**src/rtl/oss_rx_pkg.sv**
```systemverilog
package oss_rx_pkg;
  typedef struct packed {
    logic rise;    // qualified low-to-high transition
    logic glitch;  // departure from believed level ended unqualified
  } edge_evt_t;
endpackage

```
**src/rtl/oss_rx_sync.sv**
```systemverilog
module oss_rx_sync #(
  parameter int unsigned WIDTH  = 9,
  parameter int unsigned STAGES = 2
) (
  input  logic             clk_i,
  input  logic             rst_ni,
  input  logic [WIDTH-1:0] d_i,
  output logic [WIDTH-1:0] q_o
);
  logic [WIDTH-1:0] stage_q [STAGES];

  for (genvar s = 0; s < STAGES; s++) begin : g_stage
    if (s == 0) begin : g_first
      always_ff @(posedge clk_i or negedge rst_ni) begin
        if (!rst_ni) stage_q[s] <= '0;
        else         stage_q[s] <= d_i;
      end
    end else begin : g_next
      always_ff @(posedge clk_i or negedge rst_ni) begin
        if (!rst_ni) stage_q[s] <= '0;
        else         stage_q[s] <= stage_q[s-1];
      end
    end
  end

  assign q_o = stage_q[STAGES-1];
endmodule

```
**src/rtl/oss_rx_filter.sv**
```systemverilog
module oss_rx_filter
  import oss_rx_pkg::*;
#(
  parameter int unsigned MIN_PULSE = 3
) (
  input  logic      clk_i,
  input  logic      rst_ni,
  input  logic      smp_i,
  output edge_evt_t evt_o
);
  localparam int unsigned RUN_W = $clog2(MIN_PULSE + 1);
  localparam logic [RUN_W-1:0] RUN_MAX = RUN_W'(MIN_PULSE);

  logic             prev_q, lvl_q;
  logic [RUN_W-1:0] run_q, run_d;
  logic             qual;

  // run_d: consecutive cycles the current sample value has held, saturating
  always_comb begin
    if (smp_i != prev_q)     run_d = RUN_W'(1);
    else if (run_q < RUN_MAX) run_d = run_q + RUN_W'(1);
    else                     run_d = run_q;
  end

  assign qual         = (smp_i != lvl_q) && (run_d >= RUN_MAX);
  assign evt_o.rise   = qual && smp_i;
  assign evt_o.glitch = (smp_i != prev_q) && (prev_q != lvl_q);

  always_ff @(posedge clk_i or negedge rst_ni) begin
    if (!rst_ni) begin
      prev_q <= 1'b0;
      lvl_q  <= 1'b0;
      run_q  <= '0;
    end else begin
      prev_q <= smp_i;
      run_q  <= run_d;
      if (qual) lvl_q <= smp_i;
    end
  end
endmodule

```
**src/rtl/oss_rx_watchdog.sv**
```systemverilog
module oss_rx_watchdog #(
  parameter int unsigned TIMEOUT = 64
) (
  input  logic clk_i,
  input  logic rst_ni,
  input  logic kick_i,
  output logic lost_o
);
  localparam int unsigned CNT_W = $clog2(TIMEOUT);
  localparam logic [CNT_W-1:0] CNT_LAST = CNT_W'(TIMEOUT - 1);

  logic [CNT_W-1:0] cnt_q;

  always_ff @(posedge clk_i or negedge rst_ni) begin
    if (!rst_ni) begin
      cnt_q  <= '0;
      lost_o <= 1'b0;
    end else if (kick_i) begin
      cnt_q  <= '0;
      lost_o <= 1'b0;
    end else if (cnt_q == CNT_LAST) begin
      lost_o <= 1'b1;
    end else begin
      cnt_q <= cnt_q + CNT_W'(1);
    end
  end
endmodule

```
**src/rtl/oss_rx.sv**
```systemverilog
module oss_rx
  import oss_rx_pkg::*;
#(
  parameter int unsigned DATA_W      = 8,
  parameter int unsigned SYNC_STAGES = 2,
  parameter int unsigned MIN_PULSE   = 3,
  parameter int unsigned TIMEOUT     = 64,
  parameter int unsigned GLITCH_W    = 8
) (
  input  logic                clk_i,
  input  logic                rst_ni,
  input  logic                fclk_i,
  input  logic [DATA_W-1:0]   fdata_i,
  output logic                valid_o,
  output logic [DATA_W-1:0]   data_o,
  output logic [GLITCH_W-1:0] glitch_cnt_o,
  output logic                clk_lost_o
);
  localparam int unsigned LANE_W = DATA_W + 1;

  logic [LANE_W-1:0] lane_s;
  logic              smp_clk;
  logic [DATA_W-1:0] smp_data;
  logic [DATA_W-1:0] hold_q;
  edge_evt_t         evt;

  // clock line rides in the same synchronizer as the data to keep alignment
  oss_rx_sync #(.WIDTH(LANE_W), .STAGES(SYNC_STAGES)) sync_i (
    .clk_i (clk_i),
    .rst_ni(rst_ni),
    .d_i   ({fclk_i, fdata_i}),
    .q_o   (lane_s)
  );

  assign smp_clk  = lane_s[LANE_W-1];
  assign smp_data = lane_s[DATA_W-1:0];

  oss_rx_filter #(.MIN_PULSE(MIN_PULSE)) filt_i (
    .clk_i (clk_i),
    .rst_ni(rst_ni),
    .smp_i (smp_clk),
    .evt_o (evt)
  );

  oss_rx_watchdog #(.TIMEOUT(TIMEOUT)) wdg_i (
    .clk_i (clk_i),
    .rst_ni(rst_ni),
    .kick_i(evt.rise),
    .lost_o(clk_lost_o)
  );

  // hold tracks data while the clock line reads low; frozen while high
  always_ff @(posedge clk_i or negedge rst_ni) begin
    if (!rst_ni)       hold_q <= '0;
    else if (!smp_clk) hold_q <= smp_data;
  end

  always_ff @(posedge clk_i or negedge rst_ni) begin
    if (!rst_ni) begin
      valid_o <= 1'b0;
      data_o  <= '0;
    end else begin
      valid_o <= evt.rise;
      if (evt.rise) data_o <= hold_q;
    end
  end

  always_ff @(posedge clk_i or negedge rst_ni) begin
    if (!rst_ni)                            glitch_cnt_o <= '0;
    else if (evt.glitch && !(&glitch_cnt_o)) glitch_cnt_o <= glitch_cnt_o + GLITCH_W'(1);
  end
endmodule

```
**config.mk**
```make
export PLATFORM = sky130hd
export DESIGN_NAME = oss_rx
export DESIGN_NICKNAME = d
export VERILOG_FILES = /design/src/rtl/oss_rx_pkg.sv /design/src/rtl/oss_rx_sync.sv /design/src/rtl/oss_rx_filter.sv /design/src/rtl/oss_rx_watchdog.sv /design/src/rtl/oss_rx.sv
export SDC_FILE = /design/constraint.sdc
export NUM_CORES = 1
export LEC_CHECK = 0
export BUFFER_PORTS_ARGS = -buffer_cell sky130_fd_sc_hd__buf_2
export CAP_MARGIN = 10
export CORE_MARGIN = 2
export CORE_UTILIZATION = 55
export CTS_CLUSTER_DIAMETER = 80
export CTS_CLUSTER_SIZE = 25
export DETAILED_ROUTE_END_ITERATION = 8
export PLACE_DENSITY = 0.77
export SLEW_MARGIN = 20
export SYNTH_ARGS = -nofsm -noshare
export SYNTH_HDL_FRONTEND = slang
export SYNTH_SLANG_ARGS = --single-unit
```
**constraint.sdc**
```tcl
create_clock -name clk_i -period 1.78 [get_ports clk_i]
set_input_delay 0.445 -clock clk_i [delete_from_list [all_inputs] [get_ports clk_i]]
set_output_delay 0.445 -clock clk_i [all_outputs]
set_load 0.05 [all_outputs]
```
# Yosys cells after proc, flatten, opt, wreduce, memory -nomap -nowiden
# Cells that the tools add are included.
# totals
in_bits,11
reg_bits,54
elab_cells,34
out_inout_bits,18
# op_classes
magnitude_cmp,2
add_sub_neg,3
n_eq_ne,5
reduce_logical,7
muxes,6
# ops
op,n
6-bit 2-to-1 mux,2
8-bit by 1-bit adder with 8-bit output (second input constant),1
8-bit AND reduction,1
6-bit by 1-bit adder with 6-bit output (second input constant),1
6-bit equality test (second input constant),1
1-bit logical AND,4
2-bit 2-to-1 mux,2
1-bit inequality test,3
2-bit by 1-bit adder with 2-bit output (second input constant),1
2-bit >= comparator (second input constant),1
2-bit less-than comparator (second input constant),1
1-bit 2-to-1 mux,2
2-bit by 1-bit inequality test with 1-bit output (second input constant),1
2-bit nonzero test,1
1-bit logical NOT,1

# Logic depth before layout (Yosys ltp)
# logic_depth
depth_word,7
ltp_mapped,5
mapped_depth_nobuf,5

# By module
# Synthesis repeated with hierarchy kept, for this count alone.
# unflattened
cells_unflattened,149
area_unflattened_um2,2065.7
# modules_own_cells
module,cells_per_inst,instances,area_per_inst_um2,seq_area_each_um2
oss_rx,72,1,1019.7,625.6
oss_rx_sync,27,1,518.0,450.4
oss_rx_watchdog,35,1,352.8,175.2
oss_rx_filter,15,1,175.2,100.1

# Least setup slack after synthesis
# Ideal clock, no wire load.
# synth_timing
path_type,register to register
startpoint,register glitch_cnt_o[0]
endpoint,register glitch_cnt_o[1]
setup_ps,125
setup_slack_ps,33
path_stages_with_launch,5
required_time_ps,1655
path_buffers,0
synth_period_minus_slack_ps,1747
arrival_time_ps,1622
cell_sequence,dfrtp_1 > ha_1 > nand3_1 > o21ai_2 > mux2_4
# synth_between
elab_chain_len,3
word_cells_on_any_way,4
classes_between,add/sub (1); reduce/logical (3)
# synth_rtl
element,line,rtl
"start, declared",oss_rx.sv:16,"output logic [GLITCH_W-1:0] glitch_cnt_o,"
"start signal, assigned",oss_rx.sv:70,else if (evt.glitch && !(&glitch_cnt_o)) glitch_cnt_o <= glitch_cnt_o + GLITCH_W'(1);
branches (longest 3 deep; another with 8-bit by 1-bit adder with 8-bit output),--,
# Parallel ways; which one is timed is not known.
# A chain may end at the register's enable or synchronous reset.

# Worst setup path in the final report
# layout_timing
startpoint,register glitch_cnt_o[4]
endpoint,output glitch_cnt_o[4]
# No word-level cell between the ends.

==> flow_summary_export.csv <==
group,metric,value,unit
logic_synthesis,synth_common_cells,"54 x dfrtp_1, 27 x nand2_1, 8 x mux2_2, 7 x nor2_1, 6 x a31oi_1",
logic_synthesis,synthArstFlopShare,100.0,%
placement,dp_hpwl,2205,um
timing,rsz0062_at_grt,"false",
power_and_ir_drop,total_power,3441,uW
timing,finalSetupTns,0,ps
clock_tree,cts_tree,"built",
clock_tree,clkSinkCount,54,
power_and_ir_drop,p_leak,0.001097,uW
routing,routed_via_density,5.342,
logic_synthesis,synth_edf_count,0,
clock_tree,insertion_delay,370,ps
clock_tree,cts_resized,0,
routing,vias,1250,
placement,gp_congestion,0.7686,
logic_synthesis,yosysWarnings,0,
layout,nets,200,
placement,dp_slack,298.2,ps
timing,hold_viol,0,
power_and_ir_drop,powerDensity,1520,nW/um2
routing,totalWireLength,3333,um
critical_path,r2r_setup_slack,280,ps
routing,antenna_left,0,
floorplanning,die_h,63.75,um
timing,fmax,0.6408,GHz
logic_synthesis,synth.most_common_cell,"dfrtp_1",
grt,gr-total-overflow,0,
critical_path,cp_slowest_cell,"dfrtp_1",
layout,diodes,0,
placement,port_buffers,28,
floorplanning,start_util,57.92,%
critical_path,max_stage_delay,460,ps
critical_path,critPathArrivalTime,1120,ps
logic_synthesis,synthCells,152,
routing,wire_per_inst,14.24,um
logic_synthesis,synth_seq_area_share,68.83,%
clock_tree,cts_buffer_depth,2,
clock_tree,cts_setup_buffers,0,
critical_path,cp_max_fo,6,
placement,dp_cells,226,
critical_path,path_class,"register to output port",
routing,dr.pass1.iters,5,
grt,antenna_found_initial,0,
timing,period_needed,1560,ps
routing,drc,0,
critical_path,crit_path_end_kind,"output port",
layout,finalNonFillerCells,234,
critical_path,worstPathRequired,1330,ps
floorplanning,die-area,4063,um2
floorplanning,core,3390,um2
layout,areaGrowthSynthToFinish,15.30,%
grt,grt_pass1_wl,5609,um
logic_synthesis,postSynthAreaPerCell,12.92,um2
grt,grt_usage,18.40,%
critical_path,rr_worst_depth,4,
timing,fin_ws,219.5,ps
logic_synthesis,synth_area_leader_cell,"dfrtp_1",
clock_tree,postCtsHoldBufs,0,
logic_synthesis,synth_top_area_share,68.83,%
grt,grt_max_degree,55,
outcome,outcome,"complete, no violations",
timing,slew_violations,0,
critical_path,critPathLaunchType,"register",
logic_synthesis,ys.flop_type,"dfrtp_1",
floorplanning,die_width,63.75,um
power_and_ir_drop,peakVddDrop,0.0007034,V
critical_path,cp.depth,1,
floorplanning,rows,21,
logic_synthesis,synth_area,1963,um2
floorplanning,boundaryPins,29,
critical_path,crit_family,"flip-flops",
critical_path,crit_buf_inv,1,
logic_synthesis,synth.distinct_cells,30,
flow_run,drv_cap,0,
critical_path,worstPathCellList,"buf_2",
clock_tree,root_buffer,"clkbuf_4",
layout,drive_gt1_share,28.19,%
timing,setup_viol,0,
layout,final_util,66.78,%
clock_tree,htreeDepth,2,
timing,worstMarginPinSlew,405.1,ps
routing,drtIter0Drc,80,
timing,maxSlewHeadroom,72.99,%
clock_tree,cts_buffers,5,
grt,grt_pass1_vias,1244,
worst_hold_path,hold_path_class,"input pin to asynchronous set/reset pin",
logic_synthesis,synth.net_count,165,
timing,finalCritPeriodShare,87.67,%
logic_synthesis,synth.top_cells.by_area,"dfrtp_1 69%, nand2_1 5.2%, mux2_2 4.6%",
logic_synthesis,ys_ff_latch,54,
timing,worst_clock_skew,6.210,ps
clock_tree,clkSlewWorstSetupHoldPaths,150,ps
power by group:
group | total, uW | internal (uW) | switching, uW
combinational | 1080 | 321 | 760
clock | 671 | 295 | 376
sequential | 1690 | 1470 | 220
stage by stage:
stage,hold WS (ps),instance area [um2]
global route,36.03,2263
detailed placement,337.0,2181
floorplan,149.4,1963
finish,38.02,2263
CTS,41.94,2263
global placement,334.1,2181
routing by layer:
layer  GRT usage (%)  part of all wire, %
met5               0                    0
met3           4.225                  4.0
met4           7.337                  1.3
met2           32.50                   53
met1           21.78                   42
flip-flops by register name (all words and copies together), names as in the netlist:
register	flops
data_o	8
filt_i.lvl_q	1
filt_i.prev_q	1
filt_i.run_q	2
glitch_cnt_o	8
hold_q	8
sync_i.q_o	9
sync_i.stage_q	9
valid_o	1
wdg_i.cnt_q	6
wdg_i.lost_o	1
final cells by class:
| class | count | area (um2) |
|---|---|---|
| flip-flops and latches | 54 | 1351 |
| repair buffers | 31 | 175.2 |
| clock buffers | 5 | 37.54 |
| fillers | 250 | 1126 |
| clock inverters | 3 | 45.04 |
| inverters | 3 | 11.26 |
| multi-input cells | 92 | 585.6 |
| well taps | 46 | 57.56 |
cells by family after synthesis:
family,synth area share [%]
flops,68.83
simple gates,13.51
xor+xnor,2.677
mux,6.373
compound gates,5.991
buf+inv,1.338
fa+ha+maj,1.274
layout by cell type (no fill, tap or decap), drive strengths merged:
cell,instances
a21oi,5
nand2b,3
inv,3
mux2,9
and3,4
nor3b,2
a21boi,1
o2111ai,1
dfrtp,54
bufinv,1
or2,1
nand4b,1
xor2,1
o21ai,3
buf,31
o21a,1
nand2,27
nand4,1
clkbuf,5
nand3b,1
a31oi,6
nor2,7
and4,1
clkinvlp,2
nor3,2
mux2i,2
ha,2
o22ai,1
nand3,5
xnor2,5
worst paths after layout:
path / to / start
max: glitch_cnt_o[4] / glitch_cnt_o[4]$_DFFE_PN0P_
min: valid_o$_DFF_PN0_ / rst_ni
max reg2reg: glitch_cnt_o[1]$_DFFE_PN0P_ / filt_i.lvl_q$_DFFE_PN0P_
min reg2reg: sync_i.q_o[7]$_DFF_PN0_ / sync_i.stage_q[16]$_DFF_PN0_
max in group asynchronous: sync_i.stage_q[10]$_DFF_PN0_ / rst_ni
min in group clk_i: sync_i.stage_q[15]$_DFF_PN0_ / fdata_i[6]
(Power assumes the default switching activity.)
